## src/rtl/booth_pkg.sv

```systemverilog
package booth_pkg;
  typedef enum logic [1:0] {
    STEP_SKIP = 2'd0,
    STEP_ADD  = 2'd1,
    STEP_SUB  = 2'd2
  } step_e;
endpackage

```

## src/rtl/booth_recode.sv

```systemverilog
module booth_recode
  import booth_pkg::*;
(
  input  logic  q0,
  input  logic  qm1,
  output step_e op
);
  // Pair of current low bit and trailing bit selects the step action.
  always_comb begin
    unique case ({q0, qm1})
      2'b10:   op = STEP_SUB;
      2'b01:   op = STEP_ADD;
      default: op = STEP_SKIP;
    endcase
  end
endmodule

```

## src/rtl/booth_addsub.sv

```systemverilog
module booth_addsub
  import booth_pkg::*;
#(
  parameter int W = 9
) (
  input  logic [W-1:0] acc,
  input  logic [W-1:0] addend,
  input  step_e        op,
  output logic [W-1:0] sum
);
  always_comb begin
    unique case (op)
      STEP_ADD: sum = acc + addend;
      STEP_SUB: sum = acc - addend;
      default:  sum = acc;
    endcase
  end
endmodule

```

## src/rtl/booth_ctrl.sv

```systemverilog
module booth_ctrl #(
  parameter int N = 8
) (
  input  logic clk,
  input  logic rst,
  input  logic start,
  output logic busy,
  output logic done,
  output logic load,
  output logic last
);
  localparam int CW = (N > 1) ? $clog2(N) : 1;
  localparam logic [CW-1:0] LAST_STEP = CW'(N - 1);

  logic [CW-1:0] step_cnt;

  assign load = start && !busy;
  assign last = busy && (step_cnt == LAST_STEP);

  always_ff @(posedge clk) begin
    if (rst) begin
      busy     <= 1'b0;
      done     <= 1'b0;
      step_cnt <= '0;
    end else begin
      done <= 1'b0;
      if (load) begin
        busy     <= 1'b1;
        step_cnt <= '0;
      end else if (busy) begin
        if (last) begin
          busy <= 1'b0;
          done <= 1'b1;
        end
        step_cnt <= step_cnt + 1'b1;
      end
    end
  end
endmodule

```

## src/rtl/booth_seq_mul.sv

```systemverilog
module booth_seq_mul
  import booth_pkg::*;
#(
  parameter int N = 8
) (
  input  logic           clk,
  input  logic           rst,
  input  logic           start,
  input  logic [N-1:0]   mcand,
  input  logic [N-1:0]   mplier,
  output logic           busy,
  output logic           done,
  output logic [2*N-1:0] product
);
  localparam int AW = N + 1;  // guard bit keeps A - (-2^(N-1)) in range

  logic [AW-1:0] acc_q, acc_n, sum, mcand_ext;
  logic [N-1:0]  mreg_q, qreg_q, qreg_n;
  logic          qm1_q, qm1_n;
  logic          load, last;
  step_e         op;

  booth_ctrl #(.N(N)) u_ctrl (
    .clk  (clk),
    .rst  (rst),
    .start(start),
    .busy (busy),
    .done (done),
    .load (load),
    .last (last)
  );

  booth_recode u_recode (
    .q0 (qreg_q[0]),
    .qm1(qm1_q),
    .op (op)
  );

  assign mcand_ext = {mreg_q[N-1], mreg_q};

  booth_addsub #(.W(AW)) u_addsub (
    .acc   (acc_q),
    .addend(mcand_ext),
    .op    (op),
    .sum   (sum)
  );

  // Arithmetic right shift of {sum, Q, Q-1} as one register.
  assign acc_n  = {sum[AW-1], sum[AW-1:1]};
  assign qreg_n = {sum[0], qreg_q[N-1:1]};
  assign qm1_n  = qreg_q[0];

  always_ff @(posedge clk) begin
    if (rst) begin
      acc_q   <= '0;
      mreg_q  <= '0;
      qreg_q  <= '0;
      qm1_q   <= 1'b0;
      product <= '0;
    end else if (load) begin
      acc_q  <= '0;
      mreg_q <= mcand;
      qreg_q <= mplier;
      qm1_q  <= 1'b0;
    end else if (busy) begin
      acc_q  <= acc_n;
      qreg_q <= qreg_n;
      qm1_q  <= qm1_n;
      if (last) product <= {acc_n[N-1:0], qreg_n};
    end
  end
endmodule

```

## config.mk

```make
export PLATFORM = sky130hd
export DESIGN_NAME = booth_seq_mul
export DESIGN_NICKNAME = d
export VERILOG_FILES = /design/src/rtl/booth_pkg.sv /design/src/rtl/booth_recode.sv /design/src/rtl/booth_addsub.sv /design/src/rtl/booth_ctrl.sv /design/src/rtl/booth_seq_mul.sv
export SDC_FILE = /design/constraint.sdc
export NUM_CORES = 1
export LEC_CHECK = 0
export BUFFER_PORTS_ARGS = -buffer_cell sky130_fd_sc_hd__buf_2
export CORE_MARGIN = 1.5
export CORE_UTILIZATION = 60
export DETAILED_ROUTE_END_ITERATION = 7
export PLACE_DENSITY = 0.84
export SLEW_MARGIN = 20
export SYNTH_ARGS = -nofsm -noshare
export SYNTH_HDL_FRONTEND = slang
export SYNTH_SLANG_ARGS = --single-unit
```

## constraint.sdc

```tcl
create_clock -name clk -period 5.4 [get_ports clk]
set_input_delay 0.54 -clock clk [delete_from_list [all_inputs] [get_ports clk]]
set_output_delay 0.54 -clock clk [all_outputs]
set_load 0.005 [all_outputs]
```

After elaboration in Yosys (flattened, before gate mapping)
Index checks and enable logic that the tools add are counted.

storage, ports and cells
  register bits after elaboration = 46
  input bits = 19
  output and inout port bits = 18

cells by class
  reductions and logical operators = 7
  bitwise logic cells = 2
  eq/ne operators = 5
  $add $sub $neg = 3
  multiplexer cells = 8

operator list
  cell                                           count
  one-hot mux 9 bit (2 select lines)             1
  2-to-1 mux 8 bit                               2
  adder 8 x 8 -> 9 bit                           1
  subtractor 8 x 8 -> 9 bit                      1
  == test 2 x 1 -> 1 bit, second input constant  2
  == test 2 bit, second input constant           2
  2-to-1 mux 1 bit                               4
  one-hot mux 2 bit (2 select lines)             1
  adder 3 x 1 -> 3 bit, second input constant    1
  == test 3 bit, second input constant           1
  AND reduction 3 bit                            1
  OR reduction 3 bit                             1
  logical AND 1 bit                              2
  inverter 1 bit                                 2
  nonzero test 2 bit                             1
  OR reduction 2 bit                             1
  zero test 1 bit                                1

Depth between registers and ports, before layout
  depth after elaboration = 6
  gate-level depth with buffers = 11
  depth with buffers taken out = 10

Cells and area by module
A second synthesis with hierarchy kept.

second synthesis, totals
  cell total of the unflattened synthesis = 278
  area, all modules = 2615.0 um^2

by module, submodules not included
  module         times used  cells an instance  area each (um^2)
  booth_seq_mul  1           162                1715.4
  booth_addsub   1           93                 666.9
  booth_ctrl     1           21                 217.7
  booth_recode   1           2                  15.0

Least setup slack after synthesis
OpenSTA, ideal clock, no wires.

  path type = register -> register
  from = register mreg_q[0]
  to = register acc_q[6]
  path slack = 3019 ps
  arrival time = 2264 ps
  path buffers = 0
  data required time = 5283 ps
  library setup time = 117 ps
  stages on the path, launching flop included = 11
  cell sequence = dfxtp_1 -> inv_1 -> ha_1 -> a21oi_1 -> xnor2_1 -> ha_1 -> a21o_1 -> or3_1 -> or4_1 -> nand3_1 -> o21ai_1

on the way
  cells in the longest elaborated chain, start to end = 2

ends and longest elaborated chain
  item                                                               line                                    RTL
  from (decl)                                                        booth_seq_mul.sv:18                     logic [N-1:0] mreg_q, qreg_q, qreg_n;
  from (signal assigned)                                             booth_seq_mul.sv:62                     mreg_q <= mcand;
  subtractor 8 x 8 -> 9 bit or adder 8 x 8 -> 9 bit (tied branches)  booth_addsub.sv:14, booth_addsub.sv:13
  one-hot mux 9 bit (2 select lines) *                               booth_addsub.sv:12                      unique case (op)
  to (signal assigned)                                               booth_seq_mul.sv:66                     acc_q <= acc_n;
  to (decl)                                                          booth_seq_mul.sv:17                     logic [AW-1:0] acc_q, acc_n, sum, mcand_ext;

Every way passes the cells marked *; elsewhere a longest branch is shown, timed or not.
A chain may end at the register's enable or synchronous reset.

Worst setup path in the final report
Same ends and word-level chain as after synthesis.

==> flow_summary.json <==
{
  "cpMostUsedCell": "ha_1",
  "post-place-ws_ns": 2.84,
  "synth_edf_count": 0,
  "top_layer": "met4",
  "whs_ns": 0.458,
  "crit_chain": "inv_1 > ha_1 > a21oi_1 > xnor2_1 > ha_1 > a21o_1 > or3_1 > or4_1 > nand3_1 > o21ai_1",
  "grt-ovfl-total": 0,
  "wl_met1_um": 2310,
  "antenna_cells": 0,
  "start_util": 0.634,
  "die-area_um2": 4280,
  "grt_pass1_wl_um": 8620,
  "cts_hold_buf": 0,
  "outcome": "complete, no violations",
  "first_pass_iters": 4,
  "synth_top_family_by_area": "compound AO/OA/AOI/OAI gates",
  "htreeDepth": 2,
  "dieHeight_um": 65.4,
  "worst-path-max-fanout": 5,
  "grt_pass1_vias": 1836,
  "cp.depth": 10,
  "rows": 22,
  "clkTransAtPathRegs_ns": 0.09,
  "syn_inst": 273,
  "crit_path_end_kind": "flop",
  "fin_nets": 335,
  "syn2layout_area_growth_pct": 13.2,
  "grt_max_degree": 41,
  "synth_fa_ha_area_frac": 0.0728,
  "fin_crit_sh": 0.481,
  "max_freq_mhz": 385,
  "ys_seq_area_frac": 0.394,
  "ys.flop_type": "dfxtp_1",
  "drt-initial-drc-count": 136,
  "numPortBuffers": 36,
  "regToRegSetupSlack_ns": 2.80,
  "slowest_delay_ns": 0.41,
  "synth_common_cells": "dfxtp_1 (46), nand2_1 (30), nor2_1 (30)",
  "place_congestion": 0.934,
  "synth-simple-area-share": 0.187,
  "max_slew_margin": 0.589,
  "layout_setup_ws_ns": 2.80,
  "met2_length_um": 2520,
  "layout.cells.non_filler": 352,
  "peakVddDrop_uv": 219,
  "synthMuxAreaShare": 0.0803,
  "hold_depth": 2,
  "synth.most_common_cell": "dfxtp_1",
  "layout.cell_area.non_filler_um2": 2650,
  "worstPathRequired_ns": 5.59,
  "path_delay_family": "simple AND/OR/NAND/NOR gates",
  "worstMarginPinSlew_ns": 0.615,
  "netlist_area_um2": 2340,
  "crit_buf_inv": 1,
  "syn_avg_cell_area_um2": 8.57,
  "synth_area_leaders": "dfxtp_1 (39%), ha_1 (6.4%), mux2i_1 (6.4%)",
  "cpMaxStageDelayCell": "or4_1",
  "rr_endpoint": "acc_q[6]",
  "hold_path.class": "reg2reg",
  "cts_buffers": 5,
  "vias": 2062,
  "syn-num-nets": 305,
  "hpwlAfterDp_um": 3610,
  "synthArstFlopShare": 0,
  "skew_ns": 0.00651,
  "numClockSinks": 46,
  "setup_tns_ns": 0,
  "hold_viol": 0,
  "routed_wirelength_um": 5150,
  "tritoncts": "done",
  "yosysWarnings": 0,
  "placed_area_um2": 2540,
  "cts_resized": 0,
  "coreArea_um2": 3690,
  "clock_latency_ns": 0.30,
  "routedWlPerCell_um": 14.6,
  "critPathArrivalTime_ns": 2.78,
  "post-cts-setup-buffer-count": 0,
  "period_needed_ns": 2.60,
  "groute.usage.overall": 0.258,
  "start_kind": "flop",
  "routed_via_density": 5.86,
  "leakagePower_nw": 1.15,
  "reg2reg_depth": 10,
  "boundaryPins": 37,
  "slew_violations": 0,
  "synthDominantCellAreaShare": 0.394,
  "drt.antenna.violating_nets": 0,
  "power_density_nw_per_um2": 296,
  "wl_met3_um": 262,
  "r2r_start": "mreg_q[0]",
  "cts_buffer_depth": 2,
  "critPathCapture": "acc_q[6]",
  "drive_gt1_frac": 0.174,
  "drc": 0,
  "root_buffer": "clkbuf_8",
  "fill_cells": 301,
  "synth_xor_area_frac": 0.0375,
  "rsz0062_at_grt": "no",
  "placed_cells": 344,
  "die_w_um": 65.4,
  "crit_start": "mreg_q[0]",
  "maxCapViolCount": 0,
  "yosysTopAreaCell": "dfxtp_1",
  "setup_viol": 0,
  "synth_compound_area_frac": 0.188,
  "synth_cell_type_count": 45,
  "crit_type": "reg2reg",
  "synth-seq-cells": 46,
  "antenna_found_initial": 0
}
==> cells in the final DEF, fill, tap and decap left out, drive strengths merged, types with 2 or more instances in the layout <==
master / n
a211oi: 5
a21oi: 26
a22o: 8
a31oi: 5
a32oi: 2
and2: 3
buf: 38
clkbuf: 6
dfxtp: 46
ha: 12
inv: 9
mux2: 3
mux2i: 15
nand2: 30
nand2b: 3
nand3: 4
nor2: 30
nor2b: 3
nor3: 5
nor3b: 2
nor4: 2
o21a: 2
o21ai: 17
or3: 4
xnor2: 8
xor2: 2
==> report_power, final <==
group,internal [mW],switching (mW),leakage (nW)
Combinational,0.0710,0.0964,0.721
Sequential,0.351,0.0119,0.374
Clock,0.138,0.115,0.0514
==> sequential cells by signal (all words and copies together) (netlist names) <==
name             count
acc_q                8
mreg_q               8
product             16
qm1_q                1
qreg_q               8
u_ctrl.busy          1
u_ctrl.done          1
u_ctrl.step_cnt      3
==> per-layer routing <==
| layer | track usage | up-vias |
|---|---|---|
| li1 | - | 1019 |
| met1 | 0.340 | 978 |
| met2 | 0.431 | 54 |
| met3 | 0.0479 | 11 |
| met4 | 0.0729 | 0 |
| met5 | 0 | - |
==> worst min-delay path by stage <==
stage / startpoint / end / slack, ns
global placement: product[10] / product[10] / 0.44
CTS: product[13] / product[13] / 0.46
finish: product[13] / product[13] / 0.46
detailed placement: product[7] / product[7] / 0.44
global route: product[13] / product[13] / 0.48
floorplan: product[14] / product[14] / 0.44
==> tightest hold or removal path: cells and delay by family, from the launching register on <==
kind | cells | cell delay [ns]
flops | 1 | 0.31
compound gates | 1 | 0.05
simple gates | 1 | 0.05
==> logic make-up after synthesis <==
kind of cell,count (synthesis)
mux,18
compound gates,70
flops,46
fa+ha+maj,13
xor+xnor,10
simple gates,91
buf+inv,25
==> cell type report <==
cell class / count / area [um^2] / share of cell area
Multi-Input combinational cell: 202 / 1320 / 0.500
Timing Repair Buffer: 38 / 195 / 0.0738
Clock buffer: 6 / 72.6 / 0.0274
Clock inverter: 2 / 37.5 / 0.0142
Inverter: 10 / 37.5 / 0.0142
Tap cell: 48 / 60.1 / 0.0227
Sequential cell: 46 / 921 / 0.348
==> per-stage QoR <==
step / util / power (mW)
floorplan: - / 0.497
global placement: 0.688 / 0.529
detailed placement: 0.688 / 0.533
CTS: 0.717 / 0.781
global route: 0.717 / 0.819
finish: 0.717 / 0.783
Note: power is estimated with default switching activity, not from simulation.
